File: config.mk
export PLATFORM = sky130hd
export DESIGN_NAME = cfg_serial_port
export DESIGN_NICKNAME = d
export VERILOG_FILES = /design/src/rtl/cfgs_pkg.sv /design/src/rtl/cfgs_sync.sv /design/src/rtl/cfgs_deser.sv /design/src/rtl/cfgs_regfile.sv /design/src/rtl/cfg_serial_port.sv
export SDC_FILE = /design/constraint.sdc
export NUM_CORES = 1
export LEC_CHECK = 0
export BUFFER_PORTS_ARGS = -buffer_cell sky130_fd_sc_hd__buf_2
export CAP_MARGIN = 0
export CORE_UTILIZATION = 55
export CTS_CLUSTER_DIAMETER = 120
export DETAILED_ROUTE_END_ITERATION = 6
export PLACE_DENSITY = 0.81
export SYNTH_ARGS = -nofsm -noshare
export SYNTH_HDL_FRONTEND = slang
export SYNTH_SLANG_ARGS = --single-unit
File: constraint.sdc
create_clock -name clk -period 2.1 [get_ports clk]
set_input_delay 0.21 -clock clk [delete_from_list [all_inputs] [get_ports clk]]
set_output_delay 0.21 -clock clk [all_outputs]
set_load 0.005 [all_outputs]
File: src/rtl/cfgs_pkg.sv
package cfgs_pkg;
  localparam int WORD_W    = 24;
  localparam int ADDR_W    = 3;
  localparam int NUM_WORDS = 1 << ADDR_W;
  localparam int DIV_M_W   = 11;
  localparam int DIV_A_W   = 7;
  localparam int REF_W     = 15;
  localparam int CAL_W     = 4;
  localparam int CNT_W     = $clog2(WORD_W + 2);

  localparam int W_RXDIV = 0;
  localparam int W_TXDIV = 1;
  localparam int W_RXREF = 2;
  localparam int W_TXREF = 3;
  localparam int W_PUMP  = 4;
  localparam int W_TXCTL = 5;
  localparam int W_RXCTL = 6;

  localparam int DIV_A_LSB   = 3;
  localparam int DIV_M_LSB   = DIV_A_LSB + DIV_A_W;
  localparam int REF_LSB     = 3;
  localparam int CAL_GO_BIT  = 10;
  localparam int CAL_RES_LSB = 3;

  typedef logic [WORD_W-1:0] frame_t;
  typedef logic [ADDR_W-1:0] waddr_t;
endpackage

File: src/rtl/cfgs_sync.sv
module cfgs_sync #(
  parameter int N_BITS = 3,
  parameter int STAGES = 2
) (
  input  logic              clk,
  input  logic              rst_n,
  input  logic [N_BITS-1:0] d,
  output logic [N_BITS-1:0] q
);
  logic [STAGES-1:0][N_BITS-1:0] chain;

  always_ff @(posedge clk or negedge rst_n) begin
    if (!rst_n) chain[0] <= '0;
    else        chain[0] <= d;
  end

  for (genvar s = 1; s < STAGES; s++) begin : g_stage
    always_ff @(posedge clk or negedge rst_n) begin
      if (!rst_n) chain[s] <= '0;
      else        chain[s] <= chain[s-1];
    end
  end

  assign q = chain[STAGES-1];
endmodule

File: src/rtl/cfgs_deser.sv
module cfgs_deser
  import cfgs_pkg::*;
(
  input  logic   clk,
  input  logic   rst_n,
  input  logic   sclk_s,
  input  logic   sdat_s,
  input  logic   slat_s,
  output logic   wr_en,
  output waddr_t wr_addr,
  output frame_t wr_data,
  output logic   frame_err
);
  logic             sclk_d, slat_d;
  logic             clk_rise, lat_fall;
  logic [CNT_W-1:0] cnt;
  frame_t           shreg;

  assign clk_rise = sclk_s & ~sclk_d;
  assign lat_fall = slat_d & ~slat_s;

  always_ff @(posedge clk or negedge rst_n) begin
    if (!rst_n) begin
      sclk_d    <= 1'b0;
      slat_d    <= 1'b0;
      cnt       <= '0;
      shreg     <= '0;
      wr_en     <= 1'b0;
      wr_data   <= '0;
      frame_err <= 1'b0;
    end else begin
      sclk_d <= sclk_s;
      slat_d <= slat_s;
      wr_en  <= 1'b0;
      if (lat_fall) begin
        cnt <= '0;
        if (cnt == CNT_W'(WORD_W)) begin
          wr_en     <= 1'b1;
          wr_data   <= shreg;
          frame_err <= 1'b0;
        end else begin
          frame_err <= 1'b1;
        end
      end else if (clk_rise && !slat_s) begin
        shreg <= {shreg[WORD_W-2:0], sdat_s};
        if (cnt != CNT_W'(WORD_W + 1)) cnt <= cnt + 1'b1;
      end
    end
  end

  assign wr_addr = wr_data[ADDR_W-1:0];

  assert_latch_freezes_shift_R8: assert property (@(posedge clk) disable iff (!rst_n)
    slat_s |=> $stable(shreg));
  assert_err_only_on_latch_R9: assert property (@(posedge clk) disable iff (!rst_n)
    $rose(frame_err) |-> $past(lat_fall));
  assert_commit_needs_full_count_R2: assert property (@(posedge clk) disable iff (!rst_n)
    (lat_fall && cnt != CNT_W'(WORD_W)) |=> !wr_en && frame_err);
endmodule

File: src/rtl/cfgs_regfile.sv
module cfgs_regfile
  import cfgs_pkg::*;
(
  input  logic                             clk,
  input  logic                             rst_n,
  input  logic                             wr_en,
  input  waddr_t                           wr_addr,
  input  frame_t                           wr_data,
  input  logic                             cal_valid,
  output logic                             cal_ready,
  input  logic [CAL_W-1:0]                 cal_code,
  output logic [NUM_WORDS-1:0][WORD_W-1:0] regs_o,
  output logic                             cal_ok
);
  logic [NUM_WORDS-1:0][WORD_W-1:0] regs_q;
  logic cal_acc, cal_wr;

  assign cal_ready = regs_q[W_TXCTL][CAL_GO_BIT] & ~wr_en;
  assign cal_acc   = cal_valid & cal_ready;
  assign cal_wr    = wr_en && (wr_addr == ADDR_W'(W_TXCTL));

  for (genvar i = 0; i < NUM_WORDS; i++) begin : g_word
    always_ff @(posedge clk or negedge rst_n) begin
      if (!rst_n) begin
        regs_q[i] <= '0;
      end else if (wr_en && wr_addr == ADDR_W'(i)) begin
        regs_q[i] <= wr_data;
      end else if (i == W_TXCTL && cal_acc) begin
        regs_q[i][CAL_GO_BIT]               <= 1'b0;
        regs_q[i][CAL_RES_LSB +: CAL_W]     <= cal_code;
      end
    end
  end

  always_ff @(posedge clk or negedge rst_n) begin
    if (!rst_n)       cal_ok <= 1'b0;
    else if (cal_wr)  cal_ok <= 1'b0;
    else if (cal_acc) cal_ok <= 1'b1;
  end

  assign regs_o = regs_q;

  assert_frame_lands_R2: assert property (@(posedge clk) disable iff (!rst_n)
    wr_en |=> regs_q[$past(wr_addr)] == $past(wr_data));
  assert_idle_holds_R11: assert property (@(posedge clk) disable iff (!rst_n)
    (!wr_en && !cal_acc) |=> $stable(regs_q));
  assert_cal_completes_R10: assert property (@(posedge clk) disable iff (!rst_n)
    cal_acc |=> !regs_q[W_TXCTL][CAL_GO_BIT] && cal_ok
                && regs_q[W_TXCTL][CAL_RES_LSB +: CAL_W] == $past(cal_code));
  assert_write_invalidates_R12: assert property (@(posedge clk) disable iff (!rst_n)
    cal_wr |=> !cal_ok);
endmodule

File: src/rtl/cfg_serial_port.sv
module cfg_serial_port
  import cfgs_pkg::*;
#(
  parameter int SYNC_STAGES = 2
) (
  input  logic               clk,
  input  logic               rst_n,
  input  logic               ser_clk,
  input  logic               ser_dat,
  input  logic               ser_lat,
  input  logic               cal_res_valid,
  output logic               cal_res_ready,
  input  logic [CAL_W-1:0]   cal_res_code,
  output logic               frame_err,
  output logic [DIV_M_W-1:0] rx_div_m,
  output logic [DIV_A_W-1:0] rx_div_a,
  output logic [DIV_M_W-1:0] tx_div_m,
  output logic [DIV_A_W-1:0] tx_div_a,
  output logic [REF_W-1:0]   rx_ref_div,
  output logic [REF_W-1:0]   tx_ref_div,
  output logic               rx_lock_inv,
  output logic               tx_lock_inv,
  output logic               rx_pump_inv,
  output logic               tx_pump_inv,
  output logic [2:0]         rx_psc_sel,
  output logic [2:0]         tx_psc_sel,
  output logic               rx_pump_hiz,
  output logic               tx_pump_hiz,
  output logic [1:0]         rx_pump_cur,
  output logic [1:0]         tx_pump_cur,
  output logic               lock_src_tx,
  output logic [2:0]         tx_gain_sel,
  output logic [1:0]         tx_mode_sel,
  output logic               cal_start,
  output logic [CAL_W-1:0]   cal_result,
  output logic               cal_ok,
  output logic [2:0]         pwr_code,
  output logic               rx_fm_mode,
  output logic               atten_manual,
  output logic [3:0]         rx_ctl
);
  logic [2:0] pins_s;
  logic       wr_en;
  waddr_t     wr_addr;
  frame_t     wr_data;
  logic [NUM_WORDS-1:0][WORD_W-1:0] regs;
  logic       unused_fold;

  cfgs_sync #(.N_BITS(3), .STAGES(SYNC_STAGES)) u_sync (
    .clk(clk), .rst_n(rst_n),
    .d({ser_lat, ser_dat, ser_clk}), .q(pins_s)
  );

  cfgs_deser u_deser (
    .clk(clk), .rst_n(rst_n),
    .sclk_s(pins_s[0]), .sdat_s(pins_s[1]), .slat_s(pins_s[2]),
    .wr_en(wr_en), .wr_addr(wr_addr), .wr_data(wr_data), .frame_err(frame_err)
  );

  cfgs_regfile u_regs (
    .clk(clk), .rst_n(rst_n),
    .wr_en(wr_en), .wr_addr(wr_addr), .wr_data(wr_data),
    .cal_valid(cal_res_valid), .cal_ready(cal_res_ready), .cal_code(cal_res_code),
    .regs_o(regs), .cal_ok(cal_ok)
  );

  assign rx_div_m     = regs[W_RXDIV][DIV_M_LSB +: DIV_M_W];
  assign rx_div_a     = regs[W_RXDIV][DIV_A_LSB +: DIV_A_W];
  assign tx_div_m     = regs[W_TXDIV][DIV_M_LSB +: DIV_M_W];
  assign tx_div_a     = regs[W_TXDIV][DIV_A_LSB +: DIV_A_W];

  assign rx_ref_div   = regs[W_RXREF][REF_LSB +: REF_W];
  assign rx_lock_inv  = regs[W_RXREF][REF_LSB + REF_W];
  assign tx_lock_inv  = regs[W_RXREF][REF_LSB + REF_W + 1];
  assign tx_ref_div   = regs[W_TXREF][REF_LSB +: REF_W];
  assign tx_pump_inv  = regs[W_TXREF][REF_LSB + REF_W];

  assign rx_pump_inv  = regs[W_PUMP][20];
  assign tx_psc_sel   = regs[W_PUMP][17:15];
  assign rx_psc_sel   = regs[W_PUMP][14:12];
  assign rx_pump_hiz  = regs[W_PUMP][11];
  assign tx_pump_hiz  = regs[W_PUMP][10];
  assign tx_pump_cur  = regs[W_PUMP][9:8];
  assign rx_pump_cur  = regs[W_PUMP][7:6];
  assign lock_src_tx  = regs[W_PUMP][5];

  assign tx_gain_sel  = regs[W_TXCTL][13:11];
  assign cal_start    = regs[W_TXCTL][CAL_GO_BIT];
  assign tx_mode_sel  = regs[W_TXCTL][9:8];
  assign cal_result   = regs[W_TXCTL][CAL_RES_LSB +: CAL_W];

  assign pwr_code     = regs[W_RXCTL][17:15];
  assign atten_manual = regs[W_RXCTL][12];
  assign rx_fm_mode   = regs[W_RXCTL][11];
  assign rx_ctl       = regs[W_RXCTL][9:6];

  assign unused_fold  = ^regs;

  assert_reset_quiet_R1: assert property (@(posedge clk)
    !rst_n |=> !cal_ok && !frame_err && !cal_start);
endmodule

==> metrics.txt <==
syn nets 388; path type of the worst setup path flop to flop; TritonCTS clock tree yes; Worst Path Required 2.50 ns; CP startpoint u_deser.wr_data[0]$_DFFE_PN0P_; Starting DRT DRC Count 173; Hold Path Stages 3; Rel. slew slack 56.1%; CP Depth 2; Mapped Area 6100 sq um; first-pass GRT wire length 19.3 mm; max_cap viols 0; WL/cell 17.9 um; Synthesis Warnings 0; RSZ-0062 raised after global routing no; clk buf depth 2; Slew Limit Fails 0; Buf/Inv on CP 0; Clock Skews 0.00689 ns; initial core utilization 56.3%; GRT Util Overall 22.8%; Worst path max stage delay 0.62 ns; Seq/Total Area, Yosys 65.6%; Core ar. 10800 sq um; clk sinks 160; clock slew at reported path FFs 0.06 ns; DR vias 3600; worst reg-to-reg setup slack 0.36 ns; outcome completed; RR Startpoint u_deser.wr_data[0]$_DFFE_PN0P_; worst r2r dst u_regs.regs_o[159]$_DFFE_PN0P_; FMAX 0.575 GHz; vias in the first global route 3598; post-route setup TNS 0 ns; hpwl dp 8.18 mm; worst hold margin 0.0369 ns; clock latency on the worst-skew pair 0.52 ns; slowest CP cell nand4b_1; initial antenna violation count 0; startpoint types flop; period utilisation layout 82.8%; # IOs 115; Post-Syn Instances 375; layout cells sized above 1 58.3%; DRC Markers 0; P per Cell Area 845 nW/um^2; Synth top area share 65.6%; final RePlAce weighted congestion 0.792; root buf cell clkbuf_8; Num CTS Buffers 17; Final Hold Viols 0; area leader, netlist dfrtp_1; Hold Path Class input port to flop; CP delay by family, top simple AND/OR/NAND/NOR gates; Layout area overhead 23.5%; synth top area cells dfrtp_1, mux2_2, buf_4; Ant. Diodes 0; crit path cell chain nand4b_1 -> mux2_2; Reg2Reg Depth 2; Max VDD drop 592 uV; Syn Area/Cell 16.3 sq um; Lkg Pwr 0.00411 uW; WL final 12.0 mm; area of the die 11500 sq um; Die H 107 um; Die Width 107 um; CP max FO 9; CP endpoint kind flop; Worst Path Arrival 2.14 ns; synth unique cells 33; htree depth 4; Routed Antenna Nets 0; final setup vio count 0; vias per cell 5.37; Port Buf Inserts 114; crit path to u_regs.regs_o[159]$_DFFE_PN0P_; Yosys reg bits 160; Rows 38; grt total ovfl 0; First-pass DRT Iterations 4; largest net degree at the start of global routing 72; worst slew pin tran 0.659 ns; Period minus WS final 1.74 ns; nets@finish 530
-- cell usage after synthesis (all sizes together) --
cell type  instances
dfrtp            160
mux2             138
buf               13
a21oi              8
nor2               8
o21ai              6
nand4b             5
inv                4
mux2i              4
nand3              4
ha                 3
nand2              3
nor3b              3
nand2b             2
nor2b              2
nor3               2
or3                2
a21boi             1
a31o               1
and4b              1
clkbuf             1
nand3b             1
nand4bb            1
nor4               1
or3b               1
-- worst min-delay path, delay by kind of cell --
kind,cells,cell delay (ns)
buffers and inverters,1,0.09
muxes,1,0.07
AOI/OAI and AO/OA,1,0.14
-- registers in the layout (all words and copies together) (netlist names) --
register,flops
u_deser.shreg,21
u_deser.cnt,5
u_regs.cal_ok,1
u_deser.wr_en,1
u_sync.chain,3
u_deser.sclk_d,1
u_deser.frame_err,1
u_deser.wr_data,21
u_deser.slat_d,1
u_regs.regs_o,102
u_sync.q,3
-- power breakdown --
group	internal, uW	switching [uW]
combinational	106	124
sequential	3160	60.6
clock	1660	1260
-- worst min path at each step --
stage | from | endpoint | slack [ns]
after floorplan | rst_n | u_deser.cnt[0]$_DFFE_PN0P_ | -0.09
after global placement | rst_n | u_regs.regs_o[36]$_DFFE_PN0P_ | 0.26
after detailed placement | rst_n | u_regs.regs_o[108]$_DFFE_PN0P_ | 0.27
after CTS | cal_res_code[3] | u_regs.regs_o[126]$_DFFE_PN0P_ | 0.02
after global routing | cal_res_code[3] | u_regs.regs_o[126]$_DFFE_PN0P_ | 0.05
final | cal_res_code[3] | u_regs.regs_o[126]$_DFFE_PN0P_ | 0.04
-- stage by stage --
step	setup WS, ns	util (%)	instance area (sq um)	total power [uW]	instances
2_1_floorplan	0.494	-	6100	3350	375
3_3_place_gp	0.417	63.6	6890	3480	631
3_5_place_dp	0.378	63.6	6890	3500	631
4_1_cts	0.366	69.5	7530	6410	670
5_1_grt	0.299	69.5	7530	6580	670
6_report	0.362	69.5	7530	6370	670
-- cells by family (layout without fill, tap and decap cells) --
logic type      after synthesis  count (layout)  share of synthesized area (%)
mux                         142             142                           26.1
flops                       160             160                           65.6
compound gates               16              16                           1.42
buf+inv                      18             173                           1.85
simple gates                 36              36                           4.35
fa+ha+maj                     3               3                          0.615
-- layout by cell type, fill, tap and decap left out, types with 2 or more instances in the layout --
cell type and count:
buf_4 15, o21ai_0 6, dlygate4sd3_1 7, nand3_1 4
buf_2 113, clkbuf_16 16, mux2i_1 4, ha_1 3
nor2b_1 2, nand2_1 3, mux2_2 137, a21oi_1 8
inv_6 5, dfrtp_1 160, nand4b_1 4, inv_1 4
clkinv_4 3, nor2_2 2, clkbuf_8 3, or3_1 2
clkinvlp_4 3, nor2_1 6
-- metal layers --
layer  up-vias  global-route usage (%)  routed length, um  part of all wire [%]
met5         -                       0                  0                     0
met4         0                    9.00                176                   1.5
met3        19                    5.33                497                   4.1
met2        93                    36.0               6050                    50
met1      1864                    30.6               5290                    44
li1       1624                       -                  -                     -
-- layout make-up --
type | count | area (sq um)
Clock buffer | 19 | 442
Clock inverter | 13 | 128
Fill cell | 697 | 3310
Inverter | 4 | 15.0
Multi-Input combinational cell | 197 | 1990
Sequential cell | 160 | 4000
Tap cell | 140 | 175
Timing Repair Buffer | 137 | 779
-- what timing repair did --
item | 4_1_cts | 5_1_grt
hold endpoints to repair | 74 | 0
buffers inserted | 0 | 0
gates resized for setup | 0 | 0
endpoints found under the setup margin | 0 | 0
hold buffers | 7 | 0
No activity file was read; power rests on OpenSTA's default activity.
